--- src/rtl/status_led_pkg.sv ---
package status_led_pkg;

  localparam logic [3:0] SEL_PHY0 = 4'd1;
  localparam logic [3:0] SEL_PHY1 = 4'd2;
  localparam logic [3:0] SEL_PHY2 = 4'd3;
  localparam logic [3:0] SEL_MIO7 = 4'd4;
  localparam logic [3:0] SEL_RTC  = 4'd5;
  localparam logic [3:0] SEL_OFF  = 4'd6;
  localparam logic [3:0] SEL_ON   = 4'd7;
  localparam logic [3:0] SEL_XIO  = 4'd8;
  localparam logic [3:0] SEL_INV  = 4'd9;
  localparam logic [3:0] SEL_NOR  = 4'd10;

  localparam int NUM_LED = 2;
  localparam int LED_GREEN = 0;
  localparam int LED_RED = 1;

  function automatic int max3(input int a, input int b, input int c);
    int m;
    m = (a > b) ? a : b;
    return (m > c) ? m : c;
  endfunction

  function automatic logic nor_pair(input logic a, input logic b);
    return ~(a | b);
  endfunction

endpackage

--- src/rtl/led_blink_gen.sv ---
module led_blink_gen #(
  parameter int FAST_SH = 20,
  parameter int SLOW_SH = 23,
  parameter int PWR_SH  = 22
) (
  input  logic       clk,
  input  logic       rst_n,
  output logic [2:0] taps
);
  import status_led_pkg::*;

  localparam int PRE_W = max3(FAST_SH, SLOW_SH, PWR_SH) + 1;
  localparam int TAP_SH [3] = '{FAST_SH, SLOW_SH, PWR_SH};

  logic [PRE_W-1:0] pre_cnt;

  always_ff @(posedge clk or negedge rst_n) begin
    if (!rst_n) pre_cnt <= '0;
    else        pre_cnt <= pre_cnt + 1'b1;
  end

  for (genvar i = 0; i < 3; i++) begin : g_tap
    assign taps[i] = pre_cnt[TAP_SH[i]];
  end

endmodule

--- src/rtl/led_src_mux.sv ---
module led_src_mux (
  input  logic [3:0] sel,
  input  logic [2:0] phy,
  input  logic       mio7,
  input  logic       rtc,
  input  logic       alt_xio,
  input  logic       alt_mio,
  input  logic       mio14,
  input  logic       mio15,
  input  logic       dflt,
  output logic       src
);
  import status_led_pkg::*;

  always_comb begin
    case (sel)
      SEL_PHY0: src = phy[0];
      SEL_PHY1: src = phy[1];
      SEL_PHY2: src = phy[2];
      SEL_MIO7: src = mio7;
      SEL_RTC:  src = rtc;
      SEL_OFF:  src = 1'b0;
      SEL_ON:   src = 1'b1;
      SEL_XIO:  src = alt_xio;
      SEL_INV:  src = ~alt_mio;
      SEL_NOR:  src = nor_pair(mio14, mio15);
      default:  src = dflt;
    endcase
  end

endmodule

--- src/rtl/status_led_ctrl.sv ---
module status_led_ctrl #(
  parameter int FAST_SH = 20,
  parameter int SLOW_SH = 23,
  parameter int PWR_SH  = 22,
  parameter int WDT_W   = 8,
  parameter int WDT_BIT = 7
) (
  input  logic             clk,
  input  logic             rst_n,
  input  logic [3:0]       green_sel,
  input  logic [3:0]       red_sel,
  input  logic             wdt_en,
  input  logic [WDT_W-1:0] wdt_count,
  input  logic             por_n,
  input  logic             user_en_dly,
  input  logic             boot_sd,
  input  logic [2:0]       phy_led,
  input  logic             mio7,
  input  logic             rtc_irq,
  input  logic             xio4,
  input  logic             xio5,
  input  logic             mio14,
  input  logic             mio15,
  output logic             led_green,
  output logic             led_red
);
  import status_led_pkg::*;

  function automatic logic wdt_tap(input logic [WDT_W-1:0] v);
    return v[WDT_BIT];
  endfunction

  logic [2:0] taps;
  logic       blink_fast, blink_slow, blink_pwr, boot_blink;
  logic       green_src, red_src, green_nxt, red_nxt;

  logic [3:0]         sel_v  [NUM_LED];
  logic [NUM_LED-1:0] xio_v, mio_v, dflt_v, src_v;

  led_blink_gen #(
    .FAST_SH(FAST_SH), .SLOW_SH(SLOW_SH), .PWR_SH(PWR_SH)
  ) u_blink (
    .clk(clk), .rst_n(rst_n), .taps(taps)
  );

  assign blink_fast = taps[0];
  assign blink_slow = taps[1];
  assign blink_pwr  = taps[2];
  assign boot_blink = boot_sd ? blink_slow : blink_fast;

  assign sel_v[LED_GREEN]  = green_sel;
  assign sel_v[LED_RED]    = red_sel;
  assign xio_v[LED_GREEN]  = xio4;
  assign xio_v[LED_RED]    = xio5;
  assign mio_v[LED_GREEN]  = mio14;
  assign mio_v[LED_RED]    = mio15;
  assign dflt_v[LED_GREEN] = mio7;
  assign dflt_v[LED_RED]   = boot_blink;

  for (genvar k = 0; k < NUM_LED; k++) begin : g_mux
    led_src_mux u_mux (
      .sel(sel_v[k]), .phy(phy_led), .mio7(mio7), .rtc(rtc_irq),
      .alt_xio(xio_v[k]), .alt_mio(mio_v[k]),
      .mio14(mio14), .mio15(mio15), .dflt(dflt_v[k]), .src(src_v[k])
    );
  end

  assign green_src = src_v[LED_GREEN];
  assign red_src   = src_v[LED_RED];

  always_comb begin
    if (wdt_en)      green_nxt = wdt_tap(wdt_count);
    else if (!por_n) green_nxt = 1'b1;
    else             green_nxt = green_src;
  end

  always_comb begin
    if (!user_en_dly) red_nxt = blink_pwr;
    else if (!por_n)  red_nxt = 1'b1;
    else              red_nxt = red_src;
  end

  always_ff @(posedge clk or negedge rst_n) begin
    if (!rst_n) begin
      led_green <= 1'b0;
      led_red   <= 1'b0;
    end else begin
      led_green <= green_nxt;
      led_red   <= red_nxt;
    end
  end

endmodule

--- config.mk ---
export PLATFORM = sky130hd
export DESIGN_NAME = status_led_ctrl
export DESIGN_NICKNAME = d
export VERILOG_FILES = /design/src/rtl/status_led_pkg.sv /design/src/rtl/led_blink_gen.sv /design/src/rtl/led_src_mux.sv /design/src/rtl/status_led_ctrl.sv
export SDC_FILE = /design/constraint.sdc
export NUM_CORES = 1
export LEC_CHECK = 0
export BUFFER_PORTS_ARGS = -buffer_cell sky130_fd_sc_hd__buf_2
export CORE_MARGIN = 4
export CORE_UTILIZATION = 40
export CTS_CLUSTER_SIZE = 20
export DETAILED_ROUTE_END_ITERATION = 6
export SYNTH_ARGS = -nofsm -noshare
export SYNTH_HDL_FRONTEND = slang
export SYNTH_SLANG_ARGS = --single-unit
export TNS_END_PERCENT = 30
--- constraint.sdc ---
create_clock -name clk -period 1.7 [get_ports clk]
set_input_delay 0.34 -clock clk [delete_from_list [all_inputs] [get_ports clk]]
set_output_delay 0.34 -clock clk [all_outputs]
set_load 0.03 [all_outputs]
==> metrics.txt <==
outcome=complete, but fails checks; failing checks=hold timing; Critical Path RT=between 1.5 and 2 ns; Post-CTS Setup Bufs=0; DR WL/cell=11.72 um; Clock Sinks=26; Slew Viols, Final=0; Final nets=between 150 and 200; syn avg cell area=~10 sq um; Vias/cell=roughly 5.0; GRT Total Usage=0.1273; Seq cells post-synth=26; EDFF count, synth=0; Post-synth ARST share=1.000; Final HPWL DP=about 1900 um; Crit. End Element=register; die area=4433 sq um; Reg clk slew, reported paths=0.12 ns; TritonCTS Buffers=3; max-capacitance violation count=0; post-route ant nets=0; Ports=33; DRT iter0 DRCs=49; Max Buffers Root-to-Sink=2; vias in the first global route=between 1,000 and 1,500; crit-path leading delay family=simple AND/OR/NAND/NOR gates; Hold Vio Cnt, Final=2; RSZ-0062 raised after global routing=no; pwr dens=between 600 and 700 nW/um^2; area leader, netlist=dfrtp_1; register area share after synthesis=0.4740; final WL=around 2400 um; port bufs=25; Worst Path Max Fanout=5; Finish-stage setup viols=0; CTS tree=built; headroom to the max-slew limit=0.6237; Worst EP arrival=1.76 ns; Final TNS setup=0 ns; Die H=around 67 um; Worst-Skew Late Latency=between 0.3 and 0.4 ns; initial antenna violation count=0; Starting Density=0.4113; Core Area=about 3300 sq um; Leak Pwr=between 0.7 and 0.8 nW; Placed Area=about 1600 sq um; Die X-Extent=66.58 um; largest family of logic cells by synthesized area=simple AND/OR/NAND/NOR gates; Mapped Area=around 1400 sq um; sum of buffers and inverters on the critical path=0; hold-fix buffers at CTS=0; mux contribution to synthesized area=0.02279; worst hold path class=input pin to asynchronous set/reset pin; Critical Path, Cell by Cell=and3_1 > nand3_1 > nor2_1 > nand4_1 > xnor2_1; Syn. warnings=0; Compound-Gate Fraction of Synth Area=0.08295; Post-Synth Simple-Gate Area=0.2388; layout cells sized above 1=0.2284; CTS resizes=0; largest net degree at the start of global routing=27; Critical Path Slowest Stage Cell=dfrtp_1; Synth Area in XOR/XNOR=0.1404; syn_nets=167; area growth from synthesis to layout=15.50%; area share of fa/ha/maj cells after synthesis=0.009116; first drt pass iteration count=4; drt drc=0; Synth Instances=about 140; row cnt=21; n_diodes=0; dominant synthesized flop cell=dfrtp_1; worst slew pin tran=approximately 0.56 ns; cell area after layout=approximately 1600 sq um; share of Yosys cell area claimed by the top area cell type=0.4740; WHS=-0.00002764 ns; r2r setup slk=between 0.15 and 0.2 ns; CTS H-tree depth=1; clock skew=0.006825 ns; Tmin final=roughly 1.5 ns; Peak supply drop=approximately 0.00050 V; GP Congestion=between 0.7 and 0.8; Critical Path Source Type=register; crit share post-route=0.9100; Synth cell types=35; CTS Root Cell=clkbuf_4; critical path class=register to register; gr ovfl total=0; Vias=1,049; first-pass GRT wire length=about 4400 um; crit-path max cell delay=0.41 ns; largest cells by area after synthesis=dfrtp_1, xnor2_1, xor2_1; achievable frequency=between 0.6 and 0.7 GHz
## layer usage
layer	GRT usage	wire length, um	vias up
met5	0	0	-
met4	0.03046	11	0
met3	0.04216	80	2
met2	0.2104	1252	9
met1	0.1598	1092	509
li1	-	-	529
## power by group
part | internal (W) | switching, W
Clock | 0.0000828 | 0.000160
Combinational | 0.0000448 | 0.0000629
Sequential | 0.000622 | 0.00000101
Total | 0.000750 | 0.000223
## worst register-to-register path, cell delays in order (launching register included)
cell and delay [ns]:
dfrtp_1 0.41, and3_1 0.26, nand3_1 0.13, nor2_1 0.34, nand4_1 0.17, xnor2_1 0.14
## sequential cells by signal, indices dropped and copies added (netlist names)
| signal | count |
|---|---|
| u_blink.pre_cnt | 24 |
| led_green | 1 |
| led_red | 1 |
## synthesized netlist by cell type, types with 2 or more instances
library cell	n
o21ai_0	3
and3_1	3
a31oi_1	2
nor2_1	9
nor3_1	4
nand4_1	2
dfrtp_1	26
xor2_1	7
nand3_1	12
inv_1	8
a21oi_1	3
buf_2	2
nor4_1	2
mux2i_1	2
xnor2_1	15
o32ai_1	2
nand2_1	11
nor2b_1	4
and4_1	2
## cells in the final DEF, fill, tap and decap left out, types with 4 or more instances in the layout
master	netlist	layout
buf_2	2	25
dfrtp_1	26	25
xnor2_1	15	15
nand3_1	12	12
nand2_1	11	11
nor2_1	9	9
inv_1	8	8
xor2_1	7	7
nor2b_1	4	4
## cell type report
cell class	instances	area [sq um]
clock buffers	3	22.52
repair buffers	27	140.1
inverters	8	30.03
multi-input cells	98	683.2
flip-flops and latches	26	651.9
fillers	338	1752
well taps	46	57.56
## cell families after synthesis
logic type	Yosys count
muxes	3
xor gates and xnor gates	22
buffers and inverters	11
AOI/OAI and AO/OA	16
DFF	26
adders and majority gates	1
and+or+nand+nor	56
## through the flow
step / instances / setup WS [ns] / power, W / util
6_report: 208 / 0.1530 / 0.0009731 / 0.4751
4_1_cts: 208 / 0.1119 / 0.0009949 / 0.4732
2_1_floorplan: 135 / 0.3018 / 0.0006877 / -
5_1_grt: 208 / 0.01652 / 0.001035 / 0.4751
3_5_place_dp: 205 / 0.1418 / 0.0007438 / 0.4664
3_3_place_gp: 205 / 0.1915 / 0.0007409 / 0.4664
## final timing paths
path                                                from                            end  depth (start not counted)
max in group asynchronous                          rst_n   u_blink.pre_cnt[2]$_DFF_PN0_                          1
max reg2reg                 u_blink.pre_cnt[6]$_DFF_PN0_  u_blink.pre_cnt[14]$_DFF_PN0_                          5
min                                                rst_n  u_blink.pre_cnt[20]$_DFF_PN0_                          1
min in group clk                                  wdt_en            led_green$_DFF_PN0_                          2
min reg2reg                u_blink.pre_cnt[23]$_DFF_PN0_  u_blink.pre_cnt[23]$_DFF_PN0_                          1
max                         u_blink.pre_cnt[6]$_DFF_PN0_  u_blink.pre_cnt[14]$_DFF_PN0_                          5
Note: power is estimated with default switching activity, not from simulation.
